### src/rtl/bcd_conv_pkg.sv
package bcd_conv_pkg;

    localparam int WT_W = 32;

    function automatic logic [WT_W-1:0] pow10(input int exp);
        logic [WT_W-1:0] acc;
        acc = 1;
        for (int i = 0; i < exp; i++) acc = acc * 10;
        return acc;
    endfunction

    // Weight for digit bit k: (2 ** (k mod 4)) * 10 ** (k div 4); unused slots never fit.
    function automatic logic [WT_W-1:0] weight_of(input int k, input int entries);
        if (k >= entries) return '1;
        return pow10(k / 4) << (k % 4);
    endfunction

endpackage

### src/rtl/bcd_trial_sub.sv
module bcd_trial_sub
    import bcd_conv_pkg::*;
#(
    parameter int IN_W    = 16,
    parameter int ENTRIES = 19,
    parameter int IDX_W   = 5
) (
    input  logic [IN_W-1:0]  residue,
    input  logic [IDX_W-1:0] idx,
    output logic             fits,
    output logic [IN_W-1:0]  residue_next
);
    localparam int SLOTS = 2 ** IDX_W;

    logic [WT_W-1:0] wtab [SLOTS];
    logic [WT_W-1:0] wsel;

    generate
        for (genvar k = 0; k < SLOTS; k++) begin : g_wt
            assign wtab[k] = weight_of(k, ENTRIES);
        end
    endgenerate

    always_comb begin
        wsel         = wtab[idx];
        fits         = ({{(WT_W-IN_W){1'b0}}, residue} >= wsel);
        residue_next = fits ? (residue - wsel[IN_W-1:0]) : residue;
    end
endmodule

### src/rtl/bcd_ascii_enc.sv
module bcd_ascii_enc #(
    parameter int DIGITS = 5
) (
    input  logic [4*DIGITS-1:0] digits,
    output logic [8*DIGITS-1:0] chars
);
    generate
        for (genvar d = 0; d < DIGITS; d++) begin : g_chr
            assign chars[8*d +: 8] = 8'h30 + {4'h0, digits[4*d +: 4]};
        end
    endgenerate
endmodule

### src/rtl/bcd_table_conv.sv
module bcd_table_conv
    import bcd_conv_pkg::*;
#(
    parameter int IN_W   = 16,
    parameter int DIGITS = 5
) (
    input  logic                clk,
    input  logic                rst_n,
    input  logic                conv_start,
    input  logic [IN_W-1:0]     bin_value,
    output logic                conv_busy,
    output logic                conv_done,
    output logic [4*DIGITS-1:0] bcd_digits,
    output logic [8*DIGITS-1:0] ascii_chars
);
    localparam int BCD_W   = 4 * DIGITS;
    localparam int ENTRIES = BCD_W - 1;
    localparam int IDX_W   = $clog2(ENTRIES);
    localparam logic [IDX_W-1:0] TOP_IDX = IDX_W'(ENTRIES - 1);

    typedef struct packed {
        logic             busy;
        logic             done;
        logic [IDX_W-1:0] idx;
        logic [IN_W-1:0]  residue;
        logic [BCD_W-1:0] bcd;
    } conv_state_t;

    conv_state_t st_d, st_q;
    logic            step_fits;
    logic [IN_W-1:0] step_residue;

    bcd_trial_sub #(.IN_W(IN_W), .ENTRIES(ENTRIES), .IDX_W(IDX_W)) u_trial (
        .residue      (st_q.residue),
        .idx          (st_q.idx),
        .fits         (step_fits),
        .residue_next (step_residue)
    );

    always_comb begin
        st_d      = st_q;
        st_d.done = 1'b0;
        if (!st_q.busy) begin
            if (conv_start) begin
                st_d.busy    = 1'b1;
                st_d.idx     = TOP_IDX;
                st_d.residue = bin_value;
                st_d.bcd     = '0;
            end
        end else begin
            st_d.bcd[st_q.idx] = step_fits;
            st_d.residue       = step_residue;
            if (st_q.idx == '0) begin
                st_d.busy = 1'b0;
                st_d.done = 1'b1;
            end else begin
                st_d.idx = st_q.idx - 1'b1;
            end
        end
    end

    always_ff @(posedge clk) begin
        if (!rst_n) st_q <= '0;
        else        st_q <= st_d;
    end

    assign conv_busy  = st_q.busy;
    assign conv_done  = st_q.done;
    assign bcd_digits = st_q.bcd;

    bcd_ascii_enc #(.DIGITS(DIGITS)) u_ascii (
        .digits (st_q.bcd),
        .chars  (ascii_chars)
    );

    AST_DONE_ONE_CYCLE: assert property (@(posedge clk) disable iff (!rst_n)
        conv_done |=> !conv_done);
    AST_BUSY_ENDS_AT_DONE: assert property (@(posedge clk) disable iff (!rst_n)
        conv_done |-> !conv_busy);
    AST_RESIDUE_CLEARED: assert property (@(posedge clk) disable iff (!rst_n)
        conv_done |-> (st_q.residue == '0));
    AST_TOP_BIT_ZERO: assert property (@(posedge clk) disable iff (!rst_n)
        !bcd_digits[BCD_W-1]);
    AST_IDX_WALKS_DOWN: assert property (@(posedge clk) disable iff (!rst_n)
        (conv_busy && st_q.idx != '0) |=> (conv_busy && st_q.idx == $past(st_q.idx) - 1'b1));
    AST_RESULT_HELD: assert property (@(posedge clk) disable iff (!rst_n)
        (!conv_busy && !$past(conv_busy) && !$past(conv_start)) |-> $stable(bcd_digits));

    generate
        for (genvar d = 0; d < DIGITS; d++) begin : g_chk
            AST_NIBBLE_DECIMAL: assert property (@(posedge clk) disable iff (!rst_n)
                conv_done |-> (bcd_digits[4*d +: 4] <= 4'd9));
        end
    endgenerate
endmodule

### config.mk
export PLATFORM = sky130hd
export DESIGN_NAME = bcd_table_conv
export DESIGN_NICKNAME = d
export VERILOG_FILES = /design/src/rtl/bcd_conv_pkg.sv /design/src/rtl/bcd_trial_sub.sv /design/src/rtl/bcd_ascii_enc.sv /design/src/rtl/bcd_table_conv.sv
export SDC_FILE = /design/constraint.sdc
export NUM_CORES = 1
export LEC_CHECK = 0
export ABC_AREA = 1
export BUFFER_PORTS_ARGS = -buffer_cell sky130_fd_sc_hd__buf_4
export CAP_MARGIN = 25
export CELL_PAD_IN_SITES_DETAIL_PLACEMENT = 1
export CELL_PAD_IN_SITES_GLOBAL_PLACEMENT = 1
export CORE_ASPECT_RATIO = 1.75
export CORE_MARGIN = 2
export CORE_UTILIZATION = 39
export DETAILED_ROUTE_END_ITERATION = 10
export MAX_ROUTING_LAYER = met4
export PLACE_DENSITY = 0.86
export SYNTH_ARGS = -nofsm -noshare
export SYNTH_HDL_FRONTEND = slang
export SYNTH_SLANG_ARGS = --single-unit
### constraint.sdc
create_clock -name clk -period 3.4 [get_ports clk]
set_input_delay 0.34 -clock clk [delete_from_list [all_inputs] [get_ports clk]]
set_output_delay 0.34 -clock clk [all_outputs]
set_load 0.01 [all_outputs]
==> impl_metrics.env, run 1 <==
export IMPL_async_flop_share_pct=0
export IMPL_tightest_slew_ns=0.538
export IMPL_chipWidth_um=80.8
export IMPL_dieArea_um2=11200
export IMPL_grt_first_pass_wirelength_um=20300
export IMPL_placed_cells=786
export IMPL_dieHeight_um=138
export IMPL_place_hpwl_um=10200
export IMPL_grt_pass1_vias=4329
export IMPL_clk_latency_ns=0.29
export IMPL_vias_per_cell=5.17
export IMPL_numCtsBuffers=5
export IMPL_status="finished, final reports clean"
export IMPL_wl_per_cell_um=16.0
export IMPL_gp_congestion=0.956
export IMPL_port_buffer_count=60
export IMPL_rows=49
export IMPL_netlist_top_cells_area="dfxtp_1 21%, nand2_1 16%, buf_4 12%"
export IMPL_startpoint_type="flop"
export IMPL_yosys_register_bits=43
export IMPL_p_per_area_nw_per_um2=596
export IMPL_ys_warn_count=0
export IMPL_drc=0
export IMPL_setup_viol_count_final=0
export IMPL_htree_num_levels=2
export IMPL_hp_class="primary input to flop"
export IMPL_drv_cap=0
export IMPL_p_leak_uw=0.00235
export IMPL_dr_pass1_iters=4
export IMPL_num_vias=4122
export IMPL_final_antenna_net_count=0
export IMPL_synth_top_area_cell="dfxtp_1"
export IMPL_synthTopCellsByCount="168 x nand2_1, 93 x inv_1, 63 x nor2_1"
export IMPL_syn_area_per_cell_um2=6.20
export IMPL_endpoint_kind="flop"
export IMPL_diodes=0
export IMPL_synthFlopType="dfxtp_1"
export IMPL_crit_arrival_ns=3.44
export IMPL_syn_to_final_growth_pct=11.0
export IMPL_fmax_ghz=0.311
export IMPL_synth_cells=650
export IMPL_wl_um=12700
export IMPL_ios=81
export IMPL_fin_crit_sh_pct=94.5
export IMPL_tritoncts="done"
export IMPL_finalMaxSlewViolations=0
export IMPL_crit_required_ns=3.63
export IMPL_period_minus_slack_ns=3.21
export IMPL_drive_gt1_share_pct=17.7
export IMPL_grt_overflow_total=0
export IMPL_critPathMaxFanout=22
export IMPL_clock_sinks=43
export IMPL_antenna_found_initial=0
export IMPL_grt_max_degree=33
export IMPL_slew_headroom_pct=64.0
export IMPL_synth_area_um2=4030
export IMPL_fp_coreArea_um2=10200
export IMPL_ir_worst_vdd_v=0.000306
export IMPL_synth_most_common_cell="nand2_1"
export IMPL_drtIter0Drc=136
export IMPL_skew_ns=0.00797
export IMPL_grt_use_total_pct=23.9
export IMPL_final_nets=715
export IMPL_initial_core_util_pct=39.6
export IMPL_hold_viol=0
export IMPL_clkTransAtPathRegs_ns=0.07
export IMPL_synth_edf_count=0
export IMPL_cts_buffer_depth=2
export IMPL_synth_top_area_share_pct=21.4
export IMPL_ys_types=39
export IMPL_seq_area_frac_synth_pct=21.4
export IMPL_finalPower_uw=2670
export IMPL_placed_area_um2=4240
export IMPL_cts_root_buffer="clkbuf_16"
export IMPL_critPathKind="flop to flop"
export IMPL_fin_area_um2=4470
export IMPL_layoutNonFillerInstCount=798
-- report_power, final --
| part | internal (uW) | switching (uW) | total [uW] |
|---|---|---|---|
| combinational | 468 | 953 | 1420 |
| sequential | 553 | 49.5 | 602 |
| clock | 421 | 220 | 642 |
-- worst max-delay path: stages, from the launching register on --
cell and delay (ns):
dfxtp_2 0.46, clkinvlp_4 0.20, ha_1 0.38, nand2_1 0.10
nand2_1 0.05, a21oi_1 0.12, o21ai_0 0.12, ha_1 0.39
nand2_1 0.09, nand2_1 0.08, nand2_1 0.06, nand2_1 0.10
inv_2 0.05, nand2_2 0.08, nand2_1 0.07, nand3_2 0.09
nand3_2 0.20, buf_12 0.24, nand3_1 0.07, nand2_1 0.06
nor2_1 0.11
-- repair_timing --
action                     4_1_cts  5_1_grt
gates resized for setup          1        4
hold buffers                     0        0
buffers inserted                 0        4
pin swaps                        0        1
setup endpoints to repair        2       26
-- through the flow --
step | util [%] | hold WS, ns | setup WS, ns | setup TNS [ns]
after floorplan | - | 0.470 | 0.675 | 0
after global placement | 41.6 | 0.492 | 0.0149 | 0
after detailed placement | 41.6 | 0.499 | 0.0118 | 0
after CTS | 43.5 | 0.376 | 0.0539 | 0
after global routing | 43.9 | 0.405 | -0.0615 | -0.415
final | 43.9 | 0.366 | 0.187 | 0
-- state kept, by name (all words and copies together), names as in the netlist --
name        cells
bcd_digits     20
conv_busy       1
conv_done       1
st_q           21
-- cells by family (layout without fill, tap and decap cells) --
family | Yosys count | after routing | share of synthesized area (%)
AO/OA/AOI/OAI | 99 | 99 | 14.5
XOR/XNOR | 2 | 2 | 0.435
adder cells (fa/ha/maj) | 26 | 26 | 8.26
buffers and inverters | 177 | 180 | 23.1
flip-flops | 43 | 43 | 21.4
multiplexers | 2 | 2 | 0.497
other | 2 | 20 | 0.186
AND/OR/NAND/NOR | 299 | 299 | 31.7
-- placed cells by master (no fill, tap or decap), types with 2 or more instances in the layout --
| master | netlist | routed |
|---|---|---|
| nand3_2 | 3 | 3 |
| buf_4 | 62 | 73 |
| ha_1 | 25 | 25 |
| mux2i_1 | 2 | 2 |
| inv_1 | 93 | 92 |
| clkbuf_16 | 0 | 5 |
| conb_1 | 2 | 20 |
| a21oi_1 | 36 | 35 |
| xnor2_1 | 2 | 2 |
| nor2_4 | 5 | 5 |
| a31oi_1 | 13 | 13 |
| nand4_1 | 4 | 4 |
| nor2_1 | 63 | 62 |
| nor2_2 | 1 | 2 |
| a21oi_2 | 10 | 11 |
| nand2_1 | 168 | 167 |
| inv_2 | 3 | 3 |
| bufinv_16 | 0 | 2 |
| clkinvlp_4 | 0 | 2 |
| dfxtp_2 | 0 | 2 |
| dfxtp_1 | 43 | 41 |
| nand2_2 | 6 | 7 |
| and2_1 | 3 | 3 |
| a211oi_1 | 7 | 7 |
| o21ai_0 | 26 | 26 |
| nand3_1 | 43 | 43 |
-- area by class of cell --
cell class                 instances  area [um^2]
inverter                          98          374
fill                            1414         5710
clock buffer                       5          125
multi-input combinational        448         2310
timing repair buffer              74          568
clock inverter                     3         67.6
tap                              127          159
sequential                        43          863
-- worst paths after layout --
kind	from	end	slack, ns	depth (start not counted)
worst max register to register	st_q[36]$_SDFFE_PN0P_	st_q[22]$_SDFFE_PN0P_	0.19	20
worst max-delay path	st_q[36]$_SDFFE_PN0P_	st_q[22]$_SDFFE_PN0P_	0.19	20
worst min-delay path	bin_value[13]	st_q[33]$_SDFFE_PN0P_	0.37	5
worst min register to register	bcd_digits[19]$_SDFFE_PN0P_	bcd_digits[19]$_SDFFE_PN0P_	0.50	2
-- layer usage --
layer / wire (um) / part of all wire, % / GRT usage (%) / vias up
li1: - / - / - / 2007
met1: 4420 / 35 / 21.4 / 1951
met2: 7150 / 56 / 45.8 / 121
met3: 432 / 3.4 / 1.96 / 43
met4: 745 / 5.8 / 14.2 / 0
met5: 0 / 0 / - / -
No activity file was read; power rests on OpenSTA's default activity.
==> run 2: changes to the inputs <==
--- a/config.mk
+++ b/config.mk
@@ -8,14 +8,12 @@
 export ABC_AREA = 1
 export BUFFER_PORTS_ARGS = -buffer_cell sky130_fd_sc_hd__buf_4
 export CAP_MARGIN = 25
-export CELL_PAD_IN_SITES_DETAIL_PLACEMENT = 1
-export CELL_PAD_IN_SITES_GLOBAL_PLACEMENT = 1
 export CORE_ASPECT_RATIO = 1.75
 export CORE_MARGIN = 2
-export CORE_UTILIZATION = 39
+export CORE_UTILIZATION = 40
 export DETAILED_ROUTE_END_ITERATION = 10
 export MAX_ROUTING_LAYER = met4
-export PLACE_DENSITY = 0.86
+export PLACE_DENSITY = 0.65
 export SYNTH_ARGS = -nofsm -noshare
 export SYNTH_HDL_FRONTEND = slang
 export SYNTH_SLANG_ARGS = --single-unit
==> impl_metrics.env, run 2 (same netlist as run 1, synthesis figures left out) <==
export IMPL_status="finished, final reports clean"
export IMPL_chipWidth_um=79.9
export IMPL_antenna_found_initial=0
export IMPL_grt_first_pass_wirelength_um=17200
export IMPL_slew_headroom_pct=47.7
export IMPL_cp_num_cells=16
export IMPL_wl_per_cell_um=14.0
export IMPL_finalMaxSlewViolations=0
export IMPL_clk_latency_ns=0.29
export IMPL_drive_gt1_share_pct=16.7
export IMPL_numCtsBuffers=5
export IMPL_clock_sinks=43
export IMPL_tritoncts="done"
export IMPL_clkTransAtPathRegs_ns=0.06
export IMPL_endpoint="st_q[23]$_SDFFE_PN0P_"
export IMPL_num_vias=3831
export IMPL_dieHeight_um=137
export IMPL_diodes=0
export IMPL_cts_setup_buffers=0
export IMPL_cp_cell_sequence="inv_1 -> ha_1 -> a21oi_2 -> o21ai_0 -> ha_1 -> nand2_2 -> nor2_4 -> nand3_2 -> nand2_2 -> nand2_1 -> nand3_2 -> nand3_2 -> buf_12 -> nand3_1 -> nand2_1 -> nor2_1"
export IMPL_hp_class="primary input to flop"
export IMPL_crit_family="simple AND/OR/NAND/NOR gates"
export IMPL_nFillCells=1070
export IMPL_biggestRegsByFlops="st_q: 21 flops, bcd_digits: 20 flops"
export IMPL_rows=48
export IMPL_max_stage_delay_ns=0.42
export IMPL_place_hpwl_um=8840
export IMPL_r2r_end="st_q[23]$_SDFFE_PN0P_"
export IMPL_p_per_area_nw_per_um2=588
export IMPL_period_minus_slack_ns=3.14
export IMPL_syn_to_final_growth_pct=9.48
export IMPL_final_common_cell="nand2_1"
export IMPL_grt_max_degree=39
export IMPL_cts_buffer_depth=2
export IMPL_layoutNonFillerInstCount=789
export IMPL_vias_per_cell=4.86
export IMPL_startpoint_type="flop"
export IMPL_placed_cells=781
export IMPL_crit_path_start="st_q[36]$_SDFFE_PN0P_"
export IMPL_largest_reg_flops=21
export IMPL_critPathMaxFanout=22
export IMPL_r2r_start="st_q[36]$_SDFFE_PN0P_"
export IMPL_dr_pass1_iters=5
export IMPL_ir_worst_vdd_v=0.000277
export IMPL_placed_area_um2=4210
export IMPL_drv_cap=0
export IMPL_drc=0
export IMPL_gp_congestion=0.971
export IMPL_crit_arrival_ns=3.37
export IMPL_path_buf_inv=2
export IMPL_hold_slack_ns=0.369
export IMPL_cts_root_buffer="clkbuf_16"
export IMPL_endpoint_kind="flop"
export IMPL_reg2reg_depth=16
export IMPL_tightest_slew_ns=0.782
export IMPL_crit_required_ns=3.63
export IMPL_critPathKind="flop to flop"
export IMPL_setup_viol_count_final=0
export IMPL_final_antenna_net_count=0
export IMPL_hold_viol=0
export IMPL_cp_slowest_cell="ha_1"
export IMPL_final_nets=708
export IMPL_cts_hold_buf=0
export IMPL_wl_um=11000
export IMPL_fin_crit_sh_pct=92.4
export IMPL_drtIter0Drc=237
export IMPL_initial_core_util_pct=40.9
export IMPL_fp_coreArea_um2=9850
export IMPL_final_cell_mix="167 x nand2_1, 93 x inv_1, 66 x buf_4, 62 x nor2_1, 43 x nand3_1"
export IMPL_dieArea_um2=10900
export IMPL_fmax_ghz=0.318
export IMPL_rrSetupSlack_ns=0.26
export IMPL_holdPathStages=5
export IMPL_ios=81
export IMPL_post_place_ws_ns=0.0449
export IMPL_fin_area_um2=4410
export IMPL_final_util_pct=44.8
export IMPL_port_buffer_count=60
export IMPL_skew_ns=0.00455
export IMPL_p_leak_uw=0.00232
export IMPL_crit_path_frequent_cell="nand3_2"
export IMPL_grt_overflow_total=0
export IMPL_regMostFlops="st_q"
export IMPL_grt_use_total_pct=21.1
export IMPL_finalWorstSetupSlack_ns=0.258
export IMPL_htree_num_levels=2
export IMPL_grt_pass1_vias=3695
[run 2: timing repair]
action | in CTS | in global routing
resized for setup | 1 | 4
setup endpoints to repair | 3 | 27
hold endpoints to repair | 0 | 0
[run 2: layout make-up]
class,count,area (um^2),area share (%)
Multi-Input combinational cell,448,2310,52.5
Sequential cell,43,865,19.6
Timing Repair Buffer,67,515,11.7
Inverter,98,370,8.40
Tap cell,125,156,3.55
Clock buffer,6,129,2.92
Clock inverter,2,60.1,1.36
[run 2: layer usage]
metal,global-route usage [%],up-vias,share of wire [%]
met2,39.7,130,53
li1,-,1982,-
met4,15.1,0,7.1
met3,2.77,38,4.5
met1,18.9,1681,35
met5,-,-,0
[run 2: how the worst min path moves through the flow]
| stage | from | to | slack (ns) |
|---|---|---|---|
| after floorplan | bcd_digits[19]$_SDFFE_PN0P_ | bcd_digits[19]$_SDFFE_PN0P_ | 0.47 |
| after global placement | bcd_digits[0]$_SDFFE_PN0P_ | bcd_digits[0]$_SDFFE_PN0P_ | 0.49 |
| after detailed placement | bcd_digits[0]$_SDFFE_PN0P_ | bcd_digits[0]$_SDFFE_PN0P_ | 0.50 |
| after CTS | bin_value[14] | st_q[34]$_SDFFE_PN0P_ | 0.36 |
| after global routing | bin_value[14] | st_q[34]$_SDFFE_PN0P_ | 0.40 |
| final | bin_value[11] | st_q[31]$_SDFFE_PN0P_ | 0.37 |
[run 2: metrics by stage]
stage | power [uW] | setup TNS [ns]
4_1_cts | 2600 | 0
2_1_floorplan | 1640 | 0
3_5_place_dp | 1950 | 0
5_1_grt | 2790 | -0.00301
3_3_place_gp | 1950 | 0
6_report | 2590 | 0
[run 2: tightest hold or removal path, stage by stage]
cell	delay (ns)
buf_4	0.08
nand2_1	0.04
nand2_1	0.05
nor2_1	0.04
nor2_1	0.07
[run 2: report_power, final]
group	internal [uW]	leakage [uW]	total, uW	switching, uW
Combinational	449	0.00188	1360	914
Sequential	553	0.000353	596	42.8
Clock	422	0.0000911	634	212
Total	1420	0.00232	2590	1170
==> run 3: changes to the inputs <==
--- a/config.mk
+++ b/config.mk
@@ -10,10 +10,10 @@
 export CAP_MARGIN = 25
 export CORE_ASPECT_RATIO = 1.75
 export CORE_MARGIN = 2
-export CORE_UTILIZATION = 40
+export CORE_UTILIZATION = 45
 export DETAILED_ROUTE_END_ITERATION = 10
 export MAX_ROUTING_LAYER = met4
-export PLACE_DENSITY = 0.65
+export PLACE_DENSITY = 0.71
 export SYNTH_ARGS = -nofsm -noshare
 export SYNTH_HDL_FRONTEND = slang
 export SYNTH_SLANG_ARGS = --single-unit
==> impl_metrics.env, run 3 (same netlist as run 1, synthesis figures left out) <==
export IMPL_status="finished, final reports clean"
export IMPL_fin_area_um2=4390
export IMPL_diodes=0
export IMPL_drc=0
export IMPL_place_hpwl_um=8770
export IMPL_vias_per_cell=5.14
export IMPL_placed_area_um2=4230
export IMPL_dr_pass1_iters=5
export IMPL_r2r_end="st_q[20]$_SDFFE_PN0P_"
export IMPL_initial_core_util_pct=46.5
export IMPL_drive_gt1_share_pct=16.9
export IMPL_holdPathStages=5
export IMPL_gp_congestion=0.979
export IMPL_regMostFlops="st_q"
export IMPL_p_leak_uw=0.00232
export IMPL_tightest_slew_ns=0.780
export IMPL_skew_ns=0.00729
export IMPL_min_from="bin_value[15]"
export IMPL_finalMaxSlewViolations=0
export IMPL_syn_to_final_growth_pct=8.88
export IMPL_period_minus_slack_ns=3.12
export IMPL_drtIter0Drc=224
export IMPL_tns_ns=0
export IMPL_finalWorstSetupSlack_ns=0.278
export IMPL_wl_um=11000
export IMPL_grt_max_degree=39
export IMPL_hold_slack_ns=0.362
export IMPL_cts_root_buffer="clkbuf_16"
export IMPL_startpoint_type="flop"
export IMPL_critPathKind="flop to flop"
export IMPL_grt_pass1_vias=3734
export IMPL_crit_arrival_ns=3.31
export IMPL_antenna_found_initial=0
export IMPL_final_antenna_net_count=0
export IMPL_setup_viol_count_final=0
export IMPL_fp_coreArea_um2=8670
export IMPL_cts_buffer_depth=2
export IMPL_reg2reg_depth=20
export IMPL_htree_num_levels=2
export IMPL_largest_reg_flops=21
export IMPL_placed_cells=777
export IMPL_final_cell_mix="167 x nand2_1, 92 x inv_1, 70 x buf_4, 62 x nor2_1"
export IMPL_numCtsBuffers=5
export IMPL_rows=45
export IMPL_clk_latency_ns=0.29
export IMPL_grt_use_total_pct=24.2
export IMPL_hp_class="primary input to flop"
export IMPL_grt_first_pass_wirelength_um=17500
export IMPL_min_to="st_q[35]$_SDFFE_PN0P_"
export IMPL_p_per_area_nw_per_um2=555
export IMPL_clock_sinks=43
export IMPL_post_place_ws_ns=0.0657
export IMPL_final_nets=712
export IMPL_hold_viol=0
export IMPL_dieArea_um2=9750
export IMPL_endpoint_kind="flop"
export IMPL_nFillCells=935
export IMPL_slew_headroom_pct=47.8
export IMPL_r2r_start="st_q[36]$_SDFFE_PN0P_"
export IMPL_grt_overflow_total=0
export IMPL_rsz0062_at_grt="no"
export IMPL_chipWidth_um=75.5
export IMPL_ios=81
export IMPL_port_buffer_count=60
export IMPL_cts_setup_buffers=0
export IMPL_rrSetupSlack_ns=0.28
export IMPL_biggestRegsByFlops="st_q: 21 flops, bcd_digits: 20 flops"
export IMPL_critPathMaxFanout=22
export IMPL_tritoncts="done"
export IMPL_fmax_ghz=0.320
export IMPL_wl_per_cell_um=14.1
export IMPL_clkTransAtPathRegs_ns=0.06
export IMPL_crit_required_ns=3.59
export IMPL_num_vias=4036
export IMPL_fin_crit_sh_pct=91.8
export IMPL_dieHeight_um=129
export IMPL_layoutNonFillerInstCount=785
export IMPL_final_common_cell="nand2_1"
export IMPL_drv_cap=0
export IMPL_ir_worst_vdd_v=0.000277
[run 3: cell types whose count changed in the layout (fill, tap and decap cells not counted)]
cell,change
a21oi_1,+1
a21oi_2,-1
buf_4,+4
bufinv_16,-2
clkbuf_1,-1
clkinv_2,+3
dfxtp_1,+3
dfxtp_2,-3
inv_1,-1
inv_2,+1
nand3_2,-1
nand3_4,+1
nor2_2,-1
nor2_4,+1
[run 3: stage by stage]
stage | total power (uW) | util [%]
6_report | 2430 | 50.6
3_5_place_dp | 1930 | 48.8
3_3_place_gp | 1920 | 48.8
4_1_cts | 2420 | 50.4
5_1_grt | 2640 | 50.6
2_1_floorplan | 1640 | -
[run 3: timing repair]
item	in CTS	in global routing
hold buffers	0	0
gates resized for setup	0	4
endpoints found under the setup margin	0	35
[run 3: area by class of cell]
class / instances / area [um^2] / share of cell area (%)
clock buffers: 5 / 125 / 2.85
clock inverters: 3 / 15.0 / 0.342
inverters: 98 / 370 / 8.45
multi-input cells: 448 / 2320 / 53.0
flip-flops and latches: 43 / 861 / 19.6
well taps: 117 / 146 / 3.34
repair buffers: 71 / 546 / 12.4
[run 3: where the power goes]
group          internal (uW)  switching, uW
sequential               552           37.4
combinational            455            912
clock                    268            209
[run 3: how the worst max path moves through the flow]
stage	from	endpoint	slack [ns]	depth (start not counted)
3_5_place_dp	st_q[36]$_SDFFE_PN0P_	st_q[28]$_SDFFE_PN0P_	0.07	20
3_3_place_gp	st_q[36]$_SDFFE_PN0P_	st_q[20]$_SDFFE_PN0P_	0.15	20
4_1_cts	st_q[36]$_SDFFE_PN0P_	st_q[28]$_SDFFE_PN0P_	0.03	20
5_1_grt	st_q[36]$_SDFFE_PN0P_	st_q[20]$_SDFFE_PN0P_	0.02	20
6_report	st_q[36]$_SDFFE_PN0P_	st_q[20]$_SDFFE_PN0P_	0.28	20
2_1_floorplan	st_q[36]$_SDFFE_PN0P_	st_q[22]$_SDFFE_PN0P_	0.67	20
[run 3: layer usage]
layer	vias to the layer above	GRT usage [%]	wire length [um]
met5	-	-	0
met4	0	14.8	660
met3	36	2.41	437
met2	138	43.9	6010
met1	1863	23.6	3930
li1	1999	-	-
[run 3: critical path, cell delays in order (launching register included)]
cell and delay (ns):
dfxtp_1 0.38, inv_2 0.15, ha_1 0.22, nand2_1 0.13, nor2_4 0.18, inv_1 0.06
nand2_1 0.09, ha_1 0.14, inv_1 0.07, fa_1 0.45, nand2_1 0.13, nand2_2 0.09
nand3_2 0.10, nand2_2 0.06, nand2_1 0.08, nand3_2 0.12, nand3_4 0.15, buf_12 0.18
nand3_1 0.09, nand2_1 0.09, nor2_1 0.04
